File: config.mk
export PLATFORM = sky130hd
export DESIGN_NAME = two_step_therm_enc
export DESIGN_NICKNAME = d
export VERILOG_FILES = /design/src/rtl/tse_pkg.sv /design/src/rtl/tse_therm_enc.sv /design/src/rtl/tse_seq.sv /design/src/rtl/two_step_therm_enc.sv
export SDC_FILE = /design/constraint.sdc
export NUM_CORES = 1
export LEC_CHECK = 0
export BUFFER_PORTS_ARGS = -buffer_cell sky130_fd_sc_hd__buf_2
export CAP_MARGIN = 25
export CORE_MARGIN = 2
export CORE_UTILIZATION = 47
export DETAILED_ROUTE_END_ITERATION = 12
export PLACE_DENSITY = 0.82
export SLEW_MARGIN = 25
export SYNTH_ARGS = -nofsm -noshare
export SYNTH_HDL_FRONTEND = slang
export SYNTH_HIERARCHICAL = 1
export SYNTH_SLANG_ARGS = --single-unit
export TNS_END_PERCENT = 30
File: constraint.sdc
create_clock -name clk -period 4.9 [get_ports clk]
set_clock_uncertainty 0.2 [all_clocks]
set_input_delay 0.49 -clock clk [delete_from_list [all_inputs] [get_ports clk]]
set_output_delay 0.49 -clock clk [all_outputs]
set_load 0.02 [all_outputs]
File: src/rtl/tse_pkg.sv
package tse_pkg;
  typedef enum logic [1:0] {
    ST_IDLE   = 2'd0,
    ST_COARSE = 2'd1,
    ST_FINE   = 2'd2,
    ST_DONE   = 2'd3
  } tse_state_e;
endpackage

File: src/rtl/tse_therm_enc.sv
module tse_therm_enc #(
  parameter int W  = 16,
  localparam int OW = $clog2(W)
) (
  input  logic [W-1:0]  therm,
  output logic [OW-1:0] value
);
  logic [OW:0] top_plus1;

  // highest set bit wins, so bubbles below it are harmless
  always_comb begin
    top_plus1 = '0;
    for (int i = 0; i < W; i++) begin
      if (therm[i]) top_plus1 = (OW+1)'(i + 1);
    end
    if (top_plus1 > (OW+1)'(W - 1)) value = OW'(W - 1);
    else                           value = top_plus1[OW-1:0];
  end
endmodule

File: src/rtl/tse_seq.sv
module tse_seq
  import tse_pkg::*;
(
  input  logic clk,
  input  logic rst_n,
  input  logic start,
  output logic in_coarse,
  output logic in_fine,
  output logic in_done
);
  tse_state_e st_q, st_d;

  always_comb begin
    st_d = st_q;
    if (start) st_d = ST_COARSE;
    else begin
      case (st_q)
        ST_IDLE:   st_d = ST_IDLE;
        ST_COARSE: st_d = ST_FINE;
        ST_FINE:   st_d = ST_DONE;
        ST_DONE:   st_d = ST_IDLE;
        default:   st_d = ST_IDLE;
      endcase
    end
  end

  always_ff @(posedge clk) begin
    if (!rst_n) st_q <= ST_IDLE;
    else        st_q <= st_d;
  end

  assign in_coarse = (st_q == ST_COARSE);
  assign in_fine   = (st_q == ST_FINE);
  assign in_done   = (st_q == ST_DONE);


  restart_chk: assert property (@(posedge clk) disable iff (!rst_n)
    start |=> in_coarse);

  done_once_chk: assert property (@(posedge clk) disable iff (!rst_n)
    in_done |=> !in_done);

  fine_after_coarse_chk: assert property (@(posedge clk) disable iff (!rst_n)
    in_fine |-> $past(in_coarse));
endmodule

File: src/rtl/two_step_therm_enc.sv
module two_step_therm_enc #(
  parameter int COARSE_N = 64,
  parameter int FINE_N   = 16,
  localparam int CB = $clog2(COARSE_N),
  localparam int FB = $clog2(FINE_N),
  localparam int CW = CB + FB
) (
  input  logic                clk,
  input  logic                rst_n,
  input  logic                start,
  input  logic [COARSE_N-1:0] coarse_therm,
  input  logic [FINE_N-1:0]   fine_therm,
  output logic [CB-1:0]       grp_sel,
  output logic [CW-1:0]       code,
  output logic                valid
);
  logic          in_coarse, in_fine, in_done;
  logic [CB-1:0] coarse_val;
  logic [FB-1:0] fine_val;
  logic [CB-1:0] grp_q;
  logic [CW-1:0] code_q;

  tse_seq u_seq (
    .clk       (clk),
    .rst_n     (rst_n),
    .start     (start),
    .in_coarse (in_coarse),
    .in_fine   (in_fine),
    .in_done   (in_done)
  );

  tse_therm_enc #(.W(COARSE_N)) u_coarse_enc (
    .therm (coarse_therm),
    .value (coarse_val)
  );

  tse_therm_enc #(.W(FINE_N)) u_fine_enc (
    .therm (fine_therm),
    .value (fine_val)
  );

  // group select is captured once, in the coarse step
  always_ff @(posedge clk) begin
    if (!rst_n)                 grp_q <= '0;
    else if (in_coarse && !start) grp_q <= coarse_val;
  end

  // code is assembled in the fine step and then held
  always_ff @(posedge clk) begin
    if (!rst_n)                 code_q <= '0;
    else if (in_fine && !start) code_q <= {grp_q, fine_val};
  end

  assign grp_sel = grp_q;
  assign code    = code_q;
  assign valid   = in_done;


  code_matches_sel_chk: assert property (@(posedge clk) disable iff (!rst_n)
    valid |-> code[CW-1:FB] == grp_sel);

  sel_held_chk: assert property (@(posedge clk) disable iff (!rst_n)
    in_done |-> $stable(grp_sel));

  code_held_chk: assert property (@(posedge clk) disable iff (!rst_n)
    (!in_done && !$past(in_fine)) |-> $stable(code));

  valid_after_fine_chk: assert property (@(posedge clk) disable iff (!rst_n)
    valid |-> $past(in_fine));
endmodule

==> metrics.md <==
| Metric | Value |
|---|---|
| Synthesized netlist net count | `326` |
| Critical path fanouts, max | `3` |
| Sequential fraction of the synthesis area | `0.2209` |
| H-tree levels | `1` |
| Dpl cell area | `0.002132 sq mm` |
| Fin Setup TNS | `0 ps` |
| Number of nets in the finished design | `425` |
| Ports | `100` |
| Via density per instance | `5.305` |
| Actual slew at the worst max-slew pin | `671.8 ps` |
| Clock tree from TritonCTS | `built` |
| Highest routing layer actually used | `met4` |
| Total half-perimeter wirelength after legalization and detailed placement | `3.578 mm` |
| Count of vias placed by the detailed router | `2032` |
| Met3 layer wire length in the routed design | `274 microns` |
| Clock period minus worst slack | `2023 ps` |
| Clock transition time at the flip-flop clock pins of the worst setup and hold paths | `90 ps` |
| Layout cell share with drive strength beyond 1 | `0.3205` |
| Count of port buffers added during placement | `99` |
| Worst EP arrival | `2050 ps` |
| Final slew viol count | `0` |
| Library cells used by synthesis | `39` |
| Critical path capture point type | `flip-flop` |
| CTS sink count | `18` |
| Routed wl met2 | `1.976 mm` |
| Path type of the worst min-delay path | `input pin to flip-flop` |
| Design Power | `332.5 uW` |
| Most repeated cell in the gate-level netlist after synthesis | `sky130_fd_sc_hd__nand2_1` |
| Routed wire length | `4.191 mm` |
| Commonest cells post-synth | `sky130_fd_sc_hd__nand2_1 (43), sky130_fd_sc_hd__nor2_1 (35), sky130_fd_sc_hd__a21oi_1 (18), sky130_fd_sc_hd__dfxtp_1 (18), sky130_fd_sc_hd__inv_1 (17)` |
| Die extent in y | `62.92 microns` |
| Endpoint required time on the critical path | `4930 ps` |
| # placed instances | `380` |
| Final setup viols | `0` |
| Top post-synthesis cells by area | `sky130_fd_sc_hd__dfxtp_1 (22%), sky130_fd_sc_hd__nand2_1 (9.9%), sky130_fd_sc_hd__mux2i_1 (9.8%)` |
| Worst slew margin relative to its limit | `0.5512` |
| Antenna diode count | `0` |
| Clock Tree Buf Depth | `2` |
| Period utilisation layout | `0.4129` |
| Synthesized instance count | `240` |
| Area of the die | `0.003959 sq mm` |
| EDFF count, synth | `0` |
| Global-route wire length before repair | `7.038 mm` |
| Worst vdd ir | `0.06091 mV` |
| Syn Area/Cell | `6.798 sq um` |
| Root buffer cell | `sky130_fd_sc_hd__clkbuf_4` |
| Core box area | `0.003337 sq mm` |
| Global-route usage over all layers | `0.2098` |
| Max frequency | `494.2 MHz` |
| Via count of the first global-routing pass | `1838` |
| Drc violations | `0` |
| Path type of the worst setup path | `input pin to flip-flop` |
| FF+latch count, synth | `18` |
| Area of the mapped netlist | `0.001632 sq mm` |
| Antenna-violating nets left | `0` |
| Pre-antenna DRT Iters | `4` |
| Post-CTS Setup Repair Bufs | `0` |
| CP Launch Type | `input pin` |
| Largest net degree at the start of global routing | `29` |
| Power density relative to cell area | `154.3 mW/mm^2` |
| Total number of yosys warnings | `6` |
| Later-pin clock latency in the skew report | `290 ps` |
| Most frequently used flop master after synthesis | `sky130_fd_sc_hd__dfxtp_1` |
| Dominant cell type by area after synthesis | `sky130_fd_sc_hd__dfxtp_1` |
| Hold Buf Count CTS | `0` |
| Filler cell count | `353` |
| Ys async rst share | `0` |
| Length of routed wiring on met1 | `1.909 mm` |
| Reported leakage power | `0.9717 nW` |
| Area fraction of the dominant cell type after synthesis | `0.2209` |
| Unrepaired setup endpoints after global routing | `false` |
| Resize count post-CTS | `0` |
| Starting density of the core | `0.4889` |
| Grt total ovfl | `0` |
| Die width | `62.92 microns` |
| CTS buffer count | `3` |
| Initial DRC count | `62` |
| Final count of hold timing violations | `0` |
| GP Congestion | `0.8430` |
| Number of max-capacitance violations reported | `0` |
| Per-cell routed wire length | `10.94 microns` |
| Layout Area Growth over Synthesis | `32.06%` |
| Final std cells w/o fill | `383` |
| Standard-cell rows | `21` |
| Result of the run | `finished, final reports clean` |
| Final instance area | `0.002155 sq mm` |
| Initial antenna violation count | `0` |
==> worst max-delay path, cell delays in order <==
cell	delay, ps
sky130_fd_sc_hd__buf_2	110
sky130_fd_sc_hd__or4_4	530
sky130_fd_sc_hd__o211ai_1	190
sky130_fd_sc_hd__a31oi_1	110
sky130_fd_sc_hd__o21bai_1	140
sky130_fd_sc_hd__a21oi_1	90
sky130_fd_sc_hd__o31ai_2	180
sky130_fd_sc_hd__nand2_1	70
sky130_fd_sc_hd__mux2i_1	130
==> flip-flops by register name (all words and copies together) (netlist names) <==
name and flops:
code 10, grp_sel 6, u_seq/st_q 2
==> worst paths after layout <==
path | startpoint | slack, ps | cells after the start | end
worst max register to register | u_seq/st_q[0]$_SDFF_PN0_ | 3300 | 4 | code[0]$_SDFFE_PN0P_
worst min-delay path | start | 220 | 2 | u_seq/st_q[1]$_SDFF_PP0_
worst min register to register | code[5]$_SDFFE_PN0P_ | 260 | 2 | code[5]$_SDFFE_PN0P_
worst max-delay path | coarse_therm[8] | 2880 | 9 | grp_sel[2]$_SDFFE_PN0P_
==> per-stage QoR <==
step / hold WS (ps) / setup WS [ps] / util
6_report: 220.4 / 2877 / 0.6457
5_1_grt: 221.7 / 2772 / 0.6457
4_1_cts: 203.6 / 2871 / 0.6457
3_5_place_dp: 249.9 / 2562 / 0.6389
3_3_place_gp: 239.3 / 2609 / 0.6389
2_1_floorplan: 331.1 / 2820 / -
==> metal layers <==
metal | up-vias | GRT usage
met2 | 73 | 0.3883
met4 | 0 | 0.05000
li1 | 1068 | -
met3 | 3 | 0.02883
met5 | - | 0
met1 | 888 | 0.2525
==> cell type report <==
class / count / area (sq um) / area share
multi-input combinational: 200 / 1155 / 0.5360
timing repair buffer: 99 / 495.5 / 0.2300
sequential: 18 / 360.3 / 0.1672
inverter: 17 / 63.81 / 0.02962
tap: 46 / 57.56 / 0.02671
clock buffer: 3 / 22.52 / 0.01045
==> placed cells by master (no fill, tap or decap), types with 2 or more instances in the layout <==
cell,n
sky130_fd_sc_hd__o31a_1,2
sky130_fd_sc_hd__nor2b_1,4
sky130_fd_sc_hd__o21a_1,3
sky130_fd_sc_hd__inv_1,17
sky130_fd_sc_hd__nand3_1,5
sky130_fd_sc_hd__o21ai_0,12
sky130_fd_sc_hd__a21oi_1,18
sky130_fd_sc_hd__a211oi_1,2
sky130_fd_sc_hd__a31oi_1,2
sky130_fd_sc_hd__nand2b_1,3
sky130_fd_sc_hd__dfxtp_1,18
sky130_fd_sc_hd__nor2_1,35
sky130_fd_sc_hd__ha_1,3
sky130_fd_sc_hd__o32ai_1,2
sky130_fd_sc_hd__o21bai_1,3
sky130_fd_sc_hd__clkbuf_4,3
sky130_fd_sc_hd__or4_1,2
sky130_fd_sc_hd__o31ai_1,3
sky130_fd_sc_hd__o211ai_1,2
sky130_fd_sc_hd__o311ai_0,2
sky130_fd_sc_hd__nor3_1,10
sky130_fd_sc_hd__mux2i_1,16
sky130_fd_sc_hd__nand2_1,43
sky130_fd_sc_hd__buf_2,99
sky130_fd_sc_hd__nor4_1,14
==> cell families after synthesis <==
family | share of synthesized area
and+or+nand+nor | 0.3512
buffers and inverters | 0.07132
muxes | 0.09816
DFF | 0.2209
adders and majority gates | 0.02301
AOI/OAI and AO/OA | 0.2354
==> report_power, final <==
group | switching [mW] | total [mW] | internal [mW]
clock | 0.0420 | 0.0706 | 0.0286
sequential | 0.00260 | 0.154 | 0.151
combinational | 0.0597 | 0.108 | 0.0484
total | 0.104 | 0.333 | 0.228
(Power assumes the default switching activity.)
